File: config.mk
export PLATFORM = sky130hd
export DESIGN_NAME = asram_seq
export DESIGN_NICKNAME = d
export VERILOG_FILES = /design/src/rtl/asram_pkg.sv /design/src/rtl/asram_fsm.sv /design/src/rtl/asram_dpath.sv /design/src/rtl/asram_pins.sv /design/src/rtl/asram_seq.sv
export SDC_FILE = /design/constraint.sdc
export NUM_CORES = 1
export LEC_CHECK = 0
export BUFFER_PORTS_ARGS = -buffer_cell sky130_fd_sc_hd__buf_2
export CORE_ASPECT_RATIO = 1.75
export CORE_MARGIN = 2
export CORE_UTILIZATION = 53
export DETAILED_ROUTE_END_ITERATION = 10
export PLACE_DENSITY = 0.86
export SKIP_LAST_GASP = 1
export SYNTH_ARGS = -nofsm -noshare
export SYNTH_HDL_FRONTEND = slang
export SYNTH_HIERARCHICAL = 1
export SYNTH_SLANG_ARGS = --single-unit
File: constraint.sdc
create_clock -name clk -period 3.9 [get_ports clk]
set_input_delay 0.39 -clock clk [delete_from_list [all_inputs] [get_ports clk]]
set_output_delay 0.39 -clock clk [all_outputs]
set_load 0.03 [all_outputs]
File: src/rtl/asram_pkg.sv
package asram_pkg;

  typedef enum logic [2:0] {
    ST_IDLE   = 3'd0,
    ST_NOP    = 3'd1,
    ST_RD_ACT = 3'd2,
    ST_RD_REL = 3'd3,
    ST_WR_LOW = 3'd4,
    ST_WR_REC = 3'd5
  } st_e;

  function automatic int ticks(input int ns, input int per);
    return (ns + per - 1) / per;
  endfunction

  function automatic int max2(input int a, input int b);
    return (a > b) ? a : b;
  endfunction

endpackage

File: src/rtl/asram_fsm.sv
module asram_fsm
  import asram_pkg::*;
#(
  parameter int RD_CYC = 12,
  parameter int WE_CYC = 10,
  parameter int WREC   = 2,
  parameter int TURN   = 4,
  parameter int LANES  = 2,
  parameter int CW     = 4
) (
  input  logic             clk,
  input  logic             rst_n,
  input  logic             req_valid,
  input  logic             req_write,
  input  logic [LANES-1:0] req_bmask,
  output logic             req_ready,
  output logic             accept,
  output logic             rd_end,
  output logic             done,
  output st_e              st_d,
  output logic [CW-1:0]    cnt_d
);

  st_e           st_q;
  logic [CW-1:0] cnt_q;
  logic          done_d;
  logic          cnt_en;
  logic          cnt_zero;

  assign req_ready = (st_q == ST_IDLE);
  assign accept    = req_valid && req_ready;
  assign cnt_zero  = (cnt_q == '0);
  assign rd_end    = (st_q == ST_RD_ACT) && cnt_zero;
  assign cnt_en    = (st_q != ST_IDLE) || accept;

  always_comb begin
    st_d   = st_q;
    cnt_d  = cnt_zero ? '0 : cnt_q - CW'(1);
    done_d = 1'b0;
    case (st_q)
      ST_IDLE: begin
        if (accept) begin
          if (req_bmask == '0) begin
            st_d   = ST_NOP;
            done_d = 1'b1;
          end else if (req_write) begin
            st_d  = ST_WR_LOW;
            cnt_d = CW'(WE_CYC - 1);
          end else begin
            st_d  = ST_RD_ACT;
            cnt_d = CW'(RD_CYC - 1);
          end
        end
      end
      ST_NOP: st_d = ST_IDLE;
      ST_RD_ACT: begin
        if (cnt_zero) begin
          st_d   = ST_RD_REL;
          cnt_d  = CW'(TURN - 1);
          done_d = 1'b1;
        end
      end
      ST_RD_REL: if (cnt_zero) st_d = ST_IDLE;
      ST_WR_LOW: begin
        if (cnt_zero) begin
          st_d   = ST_WR_REC;
          cnt_d  = CW'(WREC - 1);
          done_d = 1'b1;
        end
      end
      ST_WR_REC: if (cnt_zero) st_d = ST_IDLE;
      default:   st_d = ST_IDLE;
    endcase
  end

  always_ff @(posedge clk or negedge rst_n) begin
    if (!rst_n) begin
      st_q  <= ST_IDLE;
      cnt_q <= '0;
      done  <= 1'b0;
    end else begin
      st_q <= st_d;
      done <= done_d;
      if (cnt_en) cnt_q <= cnt_d;
    end
  end

  AST_DONE_SINGLE: assert property (@(posedge clk) disable iff (!rst_n)
    done |=> !done);

  AST_BUSY_AFTER_ACCEPT: assert property (@(posedge clk) disable iff (!rst_n)
    accept |=> !req_ready);

endmodule

File: src/rtl/asram_dpath.sv
module asram_dpath #(
  parameter int AW    = 16,
  parameter int DW    = 16,
  parameter int LANES = 2
) (
  input  logic             clk,
  input  logic             rst_n,
  input  logic             accept,
  input  logic             req_write,
  input  logic [AW-1:0]    req_addr,
  input  logic [DW-1:0]    req_wdata,
  input  logic [LANES-1:0] req_bmask,
  input  logic             rd_end,
  input  logic [DW-1:0]    mem_dq_i,
  output logic [AW-1:0]    addr_d,
  output logic [DW-1:0]    wdata_d,
  output logic [LANES-1:0] mask_d,
  output logic [DW-1:0]    rdata
);

  logic [AW-1:0]    addr_q;
  logic [DW-1:0]    wdata_q;
  logic [LANES-1:0] mask_q;
  logic [DW-1:0]    rdata_d;
  logic             rd_cap;

  assign addr_d  = accept ? req_addr  : addr_q;
  assign wdata_d = accept ? req_wdata : wdata_q;
  assign mask_d  = accept ? req_bmask : mask_q;

  // Empty-mask reads load zero through the same path as real reads.
  assign rd_cap = rd_end || (accept && !req_write && (req_bmask == '0));

  for (genvar i = 0; i < LANES; i++) begin : g_lane
    assign rdata_d[8*i +: 8] = (rd_end && mask_q[i]) ? mem_dq_i[8*i +: 8] : 8'h00;
  end

  always_ff @(posedge clk or negedge rst_n) begin
    if (!rst_n) begin
      addr_q  <= '0;
      wdata_q <= '0;
      mask_q  <= '0;
      rdata   <= '0;
    end else begin
      if (accept) begin
        addr_q  <= addr_d;
        wdata_q <= wdata_d;
        mask_q  <= mask_d;
      end
      if (rd_cap) rdata <= rdata_d;
    end
  end

endmodule

File: src/rtl/asram_pins.sv
module asram_pins
  import asram_pkg::*;
#(
  parameter int AW     = 16,
  parameter int DW     = 16,
  parameter int LANES  = 2,
  parameter int CW     = 4,
  parameter int DS_CYC = 5
) (
  input  logic             clk,
  input  logic             rst_n,
  input  st_e              st_d,
  input  logic [CW-1:0]    cnt_d,
  input  logic [AW-1:0]    addr_d,
  input  logic [DW-1:0]    wdata_d,
  input  logic [LANES-1:0] mask_d,
  output logic [AW-1:0]    mem_addr,
  output logic             mem_cs,
  output logic             mem_we_n,
  output logic             mem_oe_n,
  output logic [LANES-1:0] mem_be_n,
  output logic [DW-1:0]    mem_dq_o,
  output logic             mem_dq_oe
);

  logic             act_n;
  logic             we_nn;
  logic             oe_nn;
  logic             dqoe_n;
  logic [LANES-1:0] be_nn;

  // Pins are decoded from next-state values and registered: glitch-free strobes.
  assign act_n  = (st_d == ST_RD_ACT) || (st_d == ST_WR_LOW);
  assign we_nn  = (st_d != ST_WR_LOW);
  assign oe_nn  = (st_d != ST_RD_ACT);
  assign dqoe_n = (st_d == ST_WR_LOW) && (cnt_d < CW'(DS_CYC));

  for (genvar i = 0; i < LANES; i++) begin : g_be
    assign be_nn[i] = !(act_n && mask_d[i]);
  end

  always_ff @(posedge clk or negedge rst_n) begin
    if (!rst_n) begin
      mem_addr  <= '0;
      mem_cs    <= 1'b0;
      mem_we_n  <= 1'b1;
      mem_oe_n  <= 1'b1;
      mem_be_n  <= '1;
      mem_dq_o  <= '0;
      mem_dq_oe <= 1'b0;
    end else begin
      mem_cs    <= act_n;
      mem_we_n  <= we_nn;
      mem_oe_n  <= oe_nn;
      mem_be_n  <= be_nn;
      mem_dq_oe <= dqoe_n;
      if (act_n)  mem_addr <= addr_d;
      if (dqoe_n) mem_dq_o <= wdata_d;
    end
  end

  AST_NO_WE_WITH_OE: assert property (@(posedge clk) disable iff (!rst_n)
    !(!mem_we_n && !mem_oe_n));

  AST_DQ_IN_STROBE: assert property (@(posedge clk) disable iff (!rst_n)
    mem_dq_oe |-> (!mem_we_n && mem_cs));

  AST_ADDR_HELD: assert property (@(posedge clk) disable iff (!rst_n)
    (!mem_we_n && $past(!mem_we_n)) |-> $stable(mem_addr));

  AST_DQ_OFF_AT_RISE: assert property (@(posedge clk) disable iff (!rst_n)
    $rose(mem_we_n) |-> !mem_dq_oe);

endmodule

File: src/rtl/asram_seq.sv
module asram_seq
  import asram_pkg::*;
#(
  parameter int AW          = 16,
  parameter int DW          = 16,
  parameter int CLK_NS      = 10,
  parameter int T_RC_NS     = 120,
  parameter int T_ACC_NS    = 120,
  parameter int T_OEACC_NS  = 60,
  parameter int T_WC_NS     = 120,
  parameter int T_WP_NS     = 85,
  parameter int T_AW_NS     = 100,
  parameter int T_DS_NS     = 45,
  parameter int T_REL_NS    = 40
) (
  input  logic            clk,
  input  logic            rst_n,
  input  logic            req_valid,
  output logic            req_ready,
  input  logic            req_write,
  input  logic [AW-1:0]   req_addr,
  input  logic [DW-1:0]   req_wdata,
  input  logic [DW/8-1:0] req_bmask,
  output logic            done,
  output logic [DW-1:0]   rdata,
  output logic [AW-1:0]   mem_addr,
  output logic            mem_cs,
  output logic            mem_we_n,
  output logic            mem_oe_n,
  output logic [DW/8-1:0] mem_be_n,
  output logic [DW-1:0]   mem_dq_o,
  output logic            mem_dq_oe,
  input  logic [DW-1:0]   mem_dq_i
);

  localparam int LANES  = DW / 8;
  localparam int RD_CYC = max2(max2(ticks(T_RC_NS, CLK_NS), ticks(T_ACC_NS, CLK_NS)),
                               ticks(T_OEACC_NS, CLK_NS));
  localparam int WE_CYC = max2(ticks(T_WP_NS, CLK_NS), ticks(T_AW_NS, CLK_NS));
  localparam int DS_CYC = max2(ticks(T_DS_NS, CLK_NS), 1);
  localparam int WR_TOT = max2(ticks(T_WC_NS, CLK_NS), WE_CYC + 1);
  localparam int WREC   = WR_TOT - WE_CYC;
  localparam int TURN   = max2(ticks(T_REL_NS, CLK_NS), 1);
  localparam int CW     = $clog2(max2(max2(RD_CYC, WE_CYC), max2(TURN, WREC)) + 2);

  logic [1:0] rst_sync;
  logic       rst_ni;

  always_ff @(posedge clk or negedge rst_n) begin
    if (!rst_n) rst_sync <= 2'b00;
    else        rst_sync <= {rst_sync[0], 1'b1};
  end
  assign rst_ni = rst_sync[1];

  st_e              st_d;
  logic [CW-1:0]    cnt_d;
  logic             accept;
  logic             rd_end;
  logic [AW-1:0]    addr_d;
  logic [DW-1:0]    wdata_d;
  logic [LANES-1:0] mask_d;

  asram_fsm #(
    .RD_CYC(RD_CYC), .WE_CYC(WE_CYC), .WREC(WREC), .TURN(TURN),
    .LANES(LANES), .CW(CW)
  ) u_fsm (
    .clk(clk), .rst_n(rst_ni), .req_valid(req_valid), .req_write(req_write),
    .req_bmask(req_bmask), .req_ready(req_ready), .accept(accept),
    .rd_end(rd_end), .done(done), .st_d(st_d), .cnt_d(cnt_d)
  );

  asram_dpath #(.AW(AW), .DW(DW), .LANES(LANES)) u_dpath (
    .clk(clk), .rst_n(rst_ni), .accept(accept), .req_write(req_write),
    .req_addr(req_addr), .req_wdata(req_wdata), .req_bmask(req_bmask),
    .rd_end(rd_end), .mem_dq_i(mem_dq_i), .addr_d(addr_d),
    .wdata_d(wdata_d), .mask_d(mask_d), .rdata(rdata)
  );

  asram_pins #(
    .AW(AW), .DW(DW), .LANES(LANES), .CW(CW), .DS_CYC(DS_CYC)
  ) u_pins (
    .clk(clk), .rst_n(rst_ni), .st_d(st_d), .cnt_d(cnt_d), .addr_d(addr_d),
    .wdata_d(wdata_d), .mask_d(mask_d), .mem_addr(mem_addr), .mem_cs(mem_cs),
    .mem_we_n(mem_we_n), .mem_oe_n(mem_oe_n), .mem_be_n(mem_be_n),
    .mem_dq_o(mem_dq_o), .mem_dq_oe(mem_dq_oe)
  );

  // Window counters for the timing assertions below.
  logic [CW-1:0] oe_gap;
  logic [CW-1:0] we_len;

  always_ff @(posedge clk or negedge rst_ni) begin
    if (!rst_ni) begin
      oe_gap <= CW'(TURN);
      we_len <= '0;
    end else begin
      if (!mem_oe_n)               oe_gap <= '0;
      else if (oe_gap < CW'(TURN)) oe_gap <= oe_gap + CW'(1);
      if (!mem_we_n) we_len <= we_len + CW'(1);
      else           we_len <= '0;
    end
  end

  AST_NO_BUS_FIGHT: assert property (@(posedge clk) disable iff (!rst_ni)
    mem_dq_oe |-> (mem_oe_n && (oe_gap >= CW'(TURN))));

  AST_STROBE_WIDTH: assert property (@(posedge clk) disable iff (!rst_ni)
    $rose(mem_we_n) |-> (we_len == CW'(WE_CYC)));

  AST_CS_NOT_READY: assert property (@(posedge clk) disable iff (!rst_ni)
    mem_cs |-> !req_ready);

  AST_LANE_NEEDS_CS: assert property (@(posedge clk) disable iff (!rst_ni)
    !mem_cs |-> (mem_be_n == '1));

endmodule

==> results.toml <==
[run_status]
status = "finished clean"

[setup_path]
reg2reg_depth = 8
rrSetupSlack_ps = 1110
arrival_ps = 3010
crit_chain = "inv_1, ha_1, nor3b_2, nand2_1, a32o_1, xnor2_1, nor2_4, mux2_2"
max_stage_delay_ps = 490
critPathLaunch = "u_fsm/cnt_q[0]"
timing.rr.start = "u_fsm/cnt_q[0]"
crit_required_ps = 4120
crit_buf_inv = 1
crit_family = "simple AND/OR/NAND/NOR gates"
slowest_stage = "nor2_4"
cp_num_cells = 8
crit_fanout = 19
start_kind = "flip-flop"
worstSetupPathType = "reg -> reg"
end_kind = "flip-flop"
crit_end = "u_pins/mem_addr[15]"
reg2reg_to = "u_pins/mem_addr[15]"

[clocking]
cts_setup_buffers = 0
cts_tree = "built"
root_buffer = "clkbuf_16"
cts_sinks = 98
cts_resized = 0
clk_latency_ps = 340
clock_path_buffers = 2
cts-buffers-inserted = 9
path_clk_slew_ps = 60
h-tree-depth = 3

[drt]
wl_met1_um = 3120
dr.first_iter.drc_count = 158
viasPerCell = 5.62
dr.pass1.iters = 4
vias = 2783
post_drt_wl_per_cell_um = 16.7
drtAntennaViolNets = 0
top_layer = "met4"
wl_met2_um = 4630
routed_wl_um = 8270
dr_wl_met3_um = 396
route.detailed.drc = 0

[timing]
skew_ps = 9.77
hold_violations = 0
min_period_over_period = 0.715
tns_ps = 0
finalSetupViolCount = 0
slew_violations = 0
holdWs_ps = 264
slew_headroom = 0.448
min_period_ps = 2790
worst_pin_slew_ps = 828
fmax_mhz = 359
rsz0062_at_grt = "no"

[power_and_ir_drop]
power.internal_w = 0.00319
pwr_density_cell_mw_per_mm2 = 985
switchingPower_w = 0.00193
clockPowerShare = 0.184
combPwrFrac = 0.461
vdd_drop_max_v = 0.000545
sequentialPowerShare = 0.355
swShare = 0.377
p_leak_nw = 2.42

[synthesis]
syn_nets = 350
yosysUniqueCellTypes = 43
synth_top_cell_area_share = 0.549
syn-cell-area_mm2 = 0.00428
synth_cells = 295
syn_avg_cell_area_um2 = 14.5
ys_seq_area_frac = 0.574
synth-seq-cells = 98
synth_flop_cell = "dfrtp_1"
synth_edf_count = 0
ys_async_sr_fraction = 1.00
synthTopCellsByArea = "dfrtp_1 (55%), mux2_2 (27%), a32o_1 (4.0%)"
synth.largest_area_cell = "dfrtp_1"
yosysWarningCount = 6

[grt]
first_global_vias = 2888
antenna_found_initial = 0
grt_pass1_wl_um = 13200
grt-ovfl-total = 0
grt_max_degree = 67
grt_use_total = 0.195

[floorplanning]
die_x_um = 72.0
die_h_um = 123
start_util = 0.542
row_count = 43
die-area_mm2 = 0.00885
core_mm2 = 0.00791
ioPinCount = 110

[final_layout]
layout_common_cells = "buf_2 (109), mux2_2 (101), dfrtp_1 (93)"
nets = 455
final_area_mm2 = 0.00519
layout_commonest_cell = "buf_2"
drive_gt1_frac = 0.595
area_growth_pct = 21.2
num_antenna_cells = 0

[placement]
dpl-instance-area_mm2 = 0.00486
dp_hpwl_um = 5720
gp_congestion = 0.918
portBuffers = 109

[min_path]
min_from = "mem_dq_i[4]"
hold_class = "in -> reg"

[job]
drv_cap = 0
-- cell usage after synthesis (2+ instances only) --
library cell  instances
a21oi_1               3
a31oi_1               3
a32o_1               17
and2_1                3
buf_1                 2
buf_2                 7
buf_6                 3
clkbuf_1              5
dfrtp_1              94
dfstp_2               4
inv_1                 6
mux2_2              101
nand2_1               8
nand2b_1              2
nor2_1                7
nor3b_2               2
xnor2_1               2
-- timing repair --
action                                 in CTS  in global routing
endpoints found under the hold margin       2                  0
setup endpoints to repair                   0                  0
hold buffers                                1                  0
-- layer usage --
layer	up-vias	track usage
li1	1290	-
met1	1400	0.216
met2	84	0.349
met3	9	0.0530
met4	0	0.0790
met5	-	0
-- layout make-up --
type | instances | area [um2]
well taps | 90 | 113
clock buffers | 12 | 246
multi-input cells | 173 | 1700
flip-flops and latches | 98 | 2460
repair buffers | 112 | 571
fillers | 593 | 2720
inverters | 6 | 22.5
clock inverters | 4 | 76.3
-- kinds of logic after synthesis --
logic type,synth area share
buffers and inverters,0.0292
multiplexers,0.268
AO/OA/AOI/OAI,0.0654
other,0.000875
adder cells (fa/ha/maj),0.00292
AND/OR/NAND/NOR,0.0558
flip-flops,0.574
XOR/XNOR,0.00409
-- power groups by stage --
stage / Clock, W / Sequential [W] / Combinational (W)
6_report: 0.000942 / 0.00181 / 0.00236
5_1_grt: 0.00100 / 0.00188 / 0.00253
4_1_cts: 0.000958 / 0.00182 / 0.00238
3_5_place_dp: 0 / 0.00183 / 0.00236
3_3_place_gp: 0 / 0.00179 / 0.00228
2_1_floorplan: 0 / 0.00225 / 0.00142
-- per-stage QoR --
step                      setup slack, ps  total power (W)  utilization  cells
final                                1110          0.00511        0.657    495
after global routing                  952          0.00540        0.657    495
after CTS                            1140          0.00515        0.657    495
after detailed placement             1140          0.00419        0.614    478
after global placement               1330          0.00407        0.614    478
after floorplan                       975          0.00366            -    295
-- flip-flops by register name, summed over array words and instances, names as in the netlist --
name and flops:
rst_sync 2, u_dpath/addr_q 16, u_dpath/mask_q 2, u_dpath/rdata 16, u_dpath/wdata_q 16, u_fsm/cnt_q 4, u_fsm/done 1, u_fsm/st_q 3
u_pins/mem_addr 16, u_pins/mem_be_n 2, u_pins/mem_cs 1, u_pins/mem_dq_o 16, u_pins/mem_dq_oe 1, u_pins/mem_oe_n 1, u_pins/mem_we_n 1
-- worst min path at each step --
stage / depth (start not counted) / endpoint / slack [ps]
after CTS: 2 / u_dpath/rdata[4] / 250
after global placement: 1 / rst_sync[0] / 170
final: 2 / u_dpath/rdata[4] / 260
after detailed placement: 1 / rst_sync[0] / 180
after global routing: 2 / u_dpath/rdata[4] / 250
after floorplan: 0 / rst_sync[0] / 90
-- worst reg2reg max path, cell delays in order, from the launching register on --
cell and delay (ps):
dfrtp_1 390, inv_1 80, ha_1 210, nor3b_2 400, nand2_1 140, a32o_1 360
xnor2_1 190, nor2_4 490, mux2_2 420
Note: power is estimated with default switching activity, not from simulation.
